[src/rtl/pwr_stopclk_pkg.sv]
package pwr_stopclk_pkg;
  typedef enum logic [2:0] {
    ST_RUN     = 3'd0,
    ST_GRANT   = 3'd1,
    ST_STOPPED = 3'd2,
    ST_HALTED  = 3'd3,
    ST_SNOOP   = 3'd4
  } pwrStateT;

  typedef struct packed {
    logic inGrant;
    logic inStopped;
    logic freeze;
  } ctrlStrobeT;
endpackage

[src/rtl/pwr_stopclk_ctrl.sv]
module pwr_stopclk_ctrl
  import pwr_stopclk_pkg::*;
(
  input  logic       clk,
  input  logic       rstN,
  input  logic       stopReq,
  input  logic       haltIn,
  input  logic       intrIn,
  input  logic       nmiIn,
  input  logic       smiIn,
  input  logic       cpuReset,
  input  logic       softReset,
  input  logic       snoopStrobe,
  input  logic       clkRunning,
  input  logic       latDone,
  output ctrlStrobeT strobes,
  output pwrStateT   state,
  output logic       stopGrantCycle,
  output logic       haltCycle,
  output logic       invalidatePulse,
  output logic       clkGateEn
);
  pwrStateT stateQ, stateNext;
  logic fromHaltQ, fromHaltNext;
  logic sgNext, htNext;
  logic wakeIrq, anyReset;

  assign wakeIrq  = intrIn | nmiIn | smiIn;
  assign anyReset = cpuReset | softReset;

  always_comb begin
    stateNext    = stateQ;
    fromHaltNext = fromHaltQ;
    sgNext       = 1'b0;
    htNext       = 1'b0;
    if (anyReset) begin
      stateNext    = ST_RUN;
      fromHaltNext = 1'b0;
    end else begin
      unique case (stateQ)
        ST_RUN: begin
          if (stopReq) begin
            stateNext    = ST_GRANT;
            fromHaltNext = 1'b0;
            sgNext       = 1'b1;
          end else if (haltIn) begin
            stateNext = ST_HALTED;
            htNext    = 1'b1;
          end
        end
        ST_HALTED: begin
          if (stopReq) begin
            stateNext    = ST_GRANT;
            fromHaltNext = 1'b1;
            sgNext       = 1'b1;
          end else if (wakeIrq) begin
            stateNext = ST_RUN;
          end
        end
        ST_GRANT: begin
          if (!clkRunning) begin
            stateNext = ST_STOPPED;
          end else if (!stopReq) begin
            if (fromHaltQ) begin
              stateNext = ST_HALTED;
              htNext    = 1'b1;
            end else begin
              stateNext = ST_RUN;
            end
            fromHaltNext = 1'b0;
          end
        end
        ST_STOPPED: begin
          if (snoopStrobe)  stateNext = ST_SNOOP;
          else if (latDone) stateNext = ST_GRANT;
        end
        ST_SNOOP: stateNext = ST_STOPPED;
        default:  stateNext = ST_RUN;
      endcase
    end
  end

  always_ff @(posedge clk or negedge rstN) begin
    if (!rstN) begin
      stateQ          <= ST_RUN;
      fromHaltQ       <= 1'b0;
      stopGrantCycle  <= 1'b0;
      haltCycle       <= 1'b0;
      invalidatePulse <= 1'b0;
    end else begin
      stateQ          <= stateNext;
      fromHaltQ       <= fromHaltNext;
      stopGrantCycle  <= sgNext;
      haltCycle       <= htNext;
      invalidatePulse <= (stateNext == ST_SNOOP);
    end
  end

  assign state             = stateQ;
  assign clkGateEn         = (stateQ != ST_STOPPED);
  assign strobes.inGrant   = (stateQ == ST_GRANT);
  assign strobes.inStopped = (stateQ == ST_STOPPED);
  assign strobes.freeze    = (stateQ == ST_GRANT) || (stateQ == ST_STOPPED) ||
                             (stateQ == ST_SNOOP);
endmodule

[src/rtl/pwr_stopclk_dp.sv]
module pwr_stopclk_dp
  import pwr_stopclk_pkg::*;
#(
  parameter int OUT_W     = 8,
  parameter int START_LAT = 16
) (
  input  logic             clk,
  input  logic             rstN,
  input  ctrlStrobeT       strobes,
  input  logic             clkRunning,
  input  logic             holdReq,
  input  logic [OUT_W-1:0] coreOut,
  output logic             latDone,
  output logic             holdAck,
  output logic [OUT_W-1:0] pinOut
);
  localparam int CNT_W = (START_LAT > 1) ? $clog2(START_LAT) : 1;
  localparam logic [CNT_W-1:0] LAT_LAST = CNT_W'(START_LAT - 1);

  logic [CNT_W-1:0] latCnt;
  logic [OUT_W-1:0] heldQ;

  assign latDone = strobes.inStopped && clkRunning && (latCnt == LAT_LAST);

  always_ff @(posedge clk or negedge rstN) begin
    if (!rstN) begin
      latCnt <= '0;
    end else if (!strobes.inStopped || !clkRunning || latDone) begin
      latCnt <= '0;
    end else begin
      latCnt <= latCnt + 1'b1;
    end
  end

  always_ff @(posedge clk or negedge rstN) begin
    if (!rstN) begin
      heldQ <= '0;
    end else if (!strobes.freeze) begin
      heldQ <= coreOut;
    end
  end

  always_ff @(posedge clk or negedge rstN) begin
    if (!rstN) holdAck <= 1'b0;
    else       holdAck <= strobes.inGrant && clkRunning && holdReq;
  end

  assign pinOut = strobes.freeze ? heldQ : coreOut;
endmodule

[src/rtl/pwr_stopclk_top.sv]
module pwr_stopclk_top
  import pwr_stopclk_pkg::*;
#(
  parameter int OUT_W     = 8,
  parameter int START_LAT = 16
) (
  input  logic             clk,
  input  logic             rstN,
  input  logic             stopReq,
  input  logic             haltIn,
  input  logic             intrIn,
  input  logic             nmiIn,
  input  logic             smiIn,
  input  logic             cpuReset,
  input  logic             softReset,
  input  logic             snoopStrobe,
  input  logic             clkRunning,
  input  logic             holdReq,
  input  logic [OUT_W-1:0] coreOut,
  output logic [2:0]       stateOut,
  output logic             stopGrantCycle,
  output logic             haltCycle,
  output logic             invalidatePulse,
  output logic             holdAck,
  output logic             floatEn,
  output logic             clkGateEn,
  output logic [OUT_W-1:0] pinOut
);
  ctrlStrobeT strobes;
  pwrStateT   state;
  logic       latDone;

  pwr_stopclk_ctrl u_ctrl (
    .clk(clk), .rstN(rstN), .stopReq(stopReq), .haltIn(haltIn),
    .intrIn(intrIn), .nmiIn(nmiIn), .smiIn(smiIn), .cpuReset(cpuReset),
    .softReset(softReset), .snoopStrobe(snoopStrobe), .clkRunning(clkRunning),
    .latDone(latDone), .strobes(strobes), .state(state),
    .stopGrantCycle(stopGrantCycle), .haltCycle(haltCycle),
    .invalidatePulse(invalidatePulse), .clkGateEn(clkGateEn)
  );

  pwr_stopclk_dp #(.OUT_W(OUT_W), .START_LAT(START_LAT)) u_dp (
    .clk(clk), .rstN(rstN), .strobes(strobes), .clkRunning(clkRunning),
    .holdReq(holdReq), .coreOut(coreOut), .latDone(latDone),
    .holdAck(holdAck), .pinOut(pinOut)
  );

  assign stateOut = state;
  assign floatEn  = holdAck;
endmodule

[config.mk]
export PLATFORM = sky130hd
export DESIGN_NAME = pwr_stopclk_top
export DESIGN_NICKNAME = d
export VERILOG_FILES = /design/src/rtl/pwr_stopclk_pkg.sv /design/src/rtl/pwr_stopclk_ctrl.sv /design/src/rtl/pwr_stopclk_dp.sv /design/src/rtl/pwr_stopclk_top.sv
export SDC_FILE = /design/constraint.sdc
export NUM_CORES = 1
export LEC_CHECK = 0
export ABC_AREA = 1
export BUFFER_PORTS_ARGS = -buffer_cell sky130_fd_sc_hd__buf_4
export CORE_UTILIZATION = 40
export CTS_CLUSTER_DIAMETER = 100
export DETAILED_ROUTE_END_ITERATION = 7
export HOLD_SLACK_MARGIN = 0.12
export PLACE_DENSITY = 0.77
export SLEW_MARGIN = 10
export SYNTH_ARGS = -nofsm -noshare
export SYNTH_HDL_FRONTEND = slang
export SYNTH_HIERARCHICAL = 1
export SYNTH_SLANG_ARGS = --single-unit
[constraint.sdc]
create_clock -name clk -period 2.21 [get_ports clk]
set_clock_uncertainty 0.05 [all_clocks]
set_input_delay 0.442 -clock clk [delete_from_list [all_inputs] [get_ports clk]]
set_output_delay 0.442 -clock clk [all_outputs]
set_load 0.05 [all_outputs]
# Word-level counts from Yosys, hierarchy flattened
# Cells that the tools add are included.
# word_totals
register_bits	20
word_cells	66
inputBits	20
out_inout_bits	17
# classes
mux	29
addsub	1
bitwise	3
n_reduce_logical	14
eq_ne	11
# op_table
op	count
$mux 3	9
$pmux 3 s5	1
$mux 1	14
$ne 3x2->1 const B	3
$mux 8	1
$eq 3x2->1 const B	2
$eq 3x3->1 const B	2
$ne 3x3->1 const B	2
$reduce_and 5->1	1
$add 4x1->4 const B	1
$eq 4x4->1 const B	1
$logic_and 1x1->1	4
$logic_or 1x1->1	4
$mux 4	1
$reduce_bool 4->1	1
$eq 3x1->1 const B	1
$logic_not 3->1	1
$or 1x1->1	3
$pmux 1 s3	1
$logic_not 1->1	2
$mux 2	1
$pmux 1 s2	1
$reduce_or 2->1	1

# Longest topological paths before layout
# logic_depth
depth_word	8
depth_mapped	11
ltp_nobuf	11

# Cells and area by module
# Netlist, hierarchy kept.
# by_module_without_submodules
module	area_per_inst_um2	cells_each	instances
pwr_stopclk_dp	523.0	55	1
pwr_stopclk_ctrl	439.2	66	1
pwr_stopclk_top	7.5	1	1

# Worst setup path after synthesis
# OpenSTA, ideal clock, no wires.
# synth_path
path_type	reg2out
startpoint	register u_ctrl.stateQ[2], in the netlist u_ctrl/state[2]
endpoint	output pinOut[2]
path_buffers	1
required_ps	1718
stages_incl_launch_ff	8
path_slack_ps	-1015
arrival_time_ps	2733
cell_sequence	dfrtp_1 inv_2 nand2_1 nor2_2 inv_2 nand3_1 buf_6 o21ai_0
# synth_lines
element	line_no	source
start, declared	pwr_stopclk_ctrl.sv:23	pwrStateT stateQ, stateNext;
start signal, assigned	pwr_stopclk_ctrl.sv:91	stateQ <= stateNext;
end, declared	pwr_stopclk_top.sv:27	output logic [OUT_W-1:0] pinOut

==> metrics.txt <==
gp weighted congestion=0.9039; Post-Place Worst Slack=0.1242 ns; crit path launch type=register; period utilization=96.25%; GRT Util Overall=21.22%; CTS Sinks=20; Layout area overhead=61.81%; DR iter-0 viols=31; fmax=470.1 MHz; Via-to-Cell Ratio=5.000; syn_area_per_cell=7.948 um^2; DR pass1 iterations=4; Die Footprint=2625 um^2; Initial Util=43.01%; Ant. Diodes=0; synth top area cells=dfrtp_1 52%, nand2_1 8.9%, inv_1 7.7%, nor2_1 6.6%, nand3_1 5.2%; minimum clock period=2.127 ns; number of global-route vias before repair=994; footprint of the multi-input gates=516.7 um^2; outcome=complete, no violations; Crit path required time=1.72 ns; Most Frequent Cell on Critical Path=inv_4; hold depth=4; port bufs=36; H-Tree Depth=1; # IOs=37; clock power share=22.8%; Final Hold Fails=0; Worst-path clk slew=0.11 ns; CTS tree=done; Hold Crit Class=primary input to register; layout cells sized above 1=42.69%; cell count after synthesis=122; synthesized cell area=969.7 um^2; pwr dens=589.2 nW/um^2; core box area=2255 um^2; Worst R2R Path Depth=11; Cell Chain, Critical Path=inv_4 -> nand2_4 -> nor2_4 -> inv_4 -> nand3_4 -> nand2_1 -> o21ai_4 -> buf_6; Logic pwr share=33.6%; yosys warns=6; Final setup viols=0; Leak=0.0007963 uW; row cnt=17; Register Area=504.2 um^2; sequential share of power=43.6%; largest net degree at the start of global routing=21; maxcap violations=0; Die Span X=51.24 um; DRC viols=0; Worst VDD drop=0.3319 mV; Tightest Pin Transition=0.2631 ns; Unique masters post-synth=20; Pint=612.2 uW; sw power=312.4 uW; placed instance count=185; Slew Limit Fails=0; Synth Register Bits=20; Die Y=51.24 um; initial antenna violation count=0; HPWL after detailed placement=1758 um; post-route ant nets=0; Worst Path Max Fanout=7; final net count=193; Rel. slew slack=82.46%; filler cell count=177; worst setup path class=register to output port; CP max stage delay=0.47 ns; register area share after synthesis=51.61%; DR vias=995; Worst setup EP type=output port; area leader, netlist=dfrtp_1; GR Overflow Total=0; TritonCTS Buffers=3; slowest stage cell, crit path=dfrtp_2; Setup WS post-layout=0.08278 ns; Clk Latency, worst-skew pair=0.29 ns; most frequent cells in the layout=35 x buf_4, 21 x nand2_1, 20 x inv_1, 17 x nor2_1, 17 x dfrtp_1; non-filler cells, final=199; DRT Wirelength=2600 um; first-pass GRT wire length=4112 um; Root Driver=clkbuf_4; WL/cell=13.07 um; most common cell after layout, fill and taps aside=buf_4; Post-Syn Nets=143; sw frac=33.78%; post-synth top area share=51.61%; Final Power=924.5 uW; Worst EP arrival=1.64 ns; maximum clock insertion buffer count=2
[state kept, by name, summed over array words and instances (netlist names)]
name / flops
u_dp/latCnt: 4
u_ctrl/fromHaltQ: 1
u_dp/holdAck: 1
u_ctrl/state: 3
u_ctrl/haltCycle: 1
u_ctrl/stopGrantCycle: 1
u_ctrl/invalidatePulse: 1
u_dp/heldQ: 8
[power groups by stage]
stage / Clock (uW) / Sequential (uW) / Combinational (uW)
after floorplan: 0 / 418 / 170
after global placement: 0 / 406 / 263
after detailed placement: 0 / 408 / 268
after CTS: 221 / 402 / 295
after global routing: 236 / 405 / 329
final: 210 / 403 / 311
[logic make-up after synthesis]
kind of cell    share of synthesized area [%]
compound gates                          7.483
xor+xnor                               0.9034
fa+ha+maj                               1.290
buf+inv                                 10.84
flops                                   51.61
simple gates                            27.87
[area by class of cell]
class	count	area share [%]
sequential	20	32.14
multi-input combinational	78	32.93
tap	28	2.233
clock buffer	4	2.313
timing repair buffer	46	24.56
inverter	23	5.821
[metrics by stage]
| stage | instance area, um^2 | utilization (%) | TNS (ns) | hold slack (ns) |
|---|---|---|---|---|
| floorplan | 1079 | - | 0 | 0.09641 |
| global placement | 1373 | 60.88 | 0 | 0.2822 |
| detailed placement | 1373 | 60.88 | 0 | 0.2886 |
| CTS | 1496 | 66.37 | 0 | 0.3218 |
| global route | 1569 | 69.59 | -0.01141 | 0.3384 |
| finish | 1569 | 69.59 | 0 | 0.3283 |
[worst max-delay path, delay by kind of cell, from the launching register on]
family                 cells  cell delay, ns
AO/OA/AOI/OAI              1            0.08
buffers and inverters      3            0.36
flip-flops                 1            0.47
AND/OR/NAND/NOR            4            0.43
[what timing repair did]
action / 4_1_cts / 5_1_grt
gates resized for setup: 9 / 10
cloned: 1 / 0
buffers inserted: 4 / 4
setup endpoints to repair: 8 / 8
pin swaps: 1 / 0
hold buffers: 1 / 0
endpoints found under the hold margin: 20 / 0
[synth_stat cells]
cell      instances
a21oi_1           3
and3_1            1
buf_4             1
buf_6             1
dfrtp_1          20
ha_1              1
inv_1            20
inv_2             3
nand2_1          23
nand2_2           3
nand3_1          10
nand3_2           1
nand4_1           2
nor2_1           17
nor2_2            2
nor3_1            2
o21ai_0           9
o21ai_1           1
o21bai_1          1
xnor2_1           1
[metal layers]
| layer | share of wire, % | wire length (um) | up-vias | global-route usage (%) |
|---|---|---|---|---|
| li1 | - | - | 482 | - |
| met1 | 42 | 1084 | 452 | 24.25 |
| met2 | 50 | 1298 | 55 | 40.13 |
| met3 | 7.2 | 186 | 6 | 3.274 |
| met4 | 1.2 | 30 | 0 | 6.306 |
| met5 | 0 | 0 | - | 0 |
[final timing paths]
kind	from	to	slack, ns
max	u_ctrl/state[2]	pinOut[5]	0.08
min	cpuReset	u_ctrl/state[0]	0.33
max reg2reg	u_ctrl/state[2]	u_ctrl/state[1]	0.51
min reg2reg	u_dp/latCnt[0]	u_dp/latCnt[0]	0.45
max in group asynchronous	rstN	u_ctrl/state[1]	1.37
min in group asynchronous	rstN	u_dp/heldQ[3]	0.51
No activity file was read; power rests on OpenSTA's default activity.
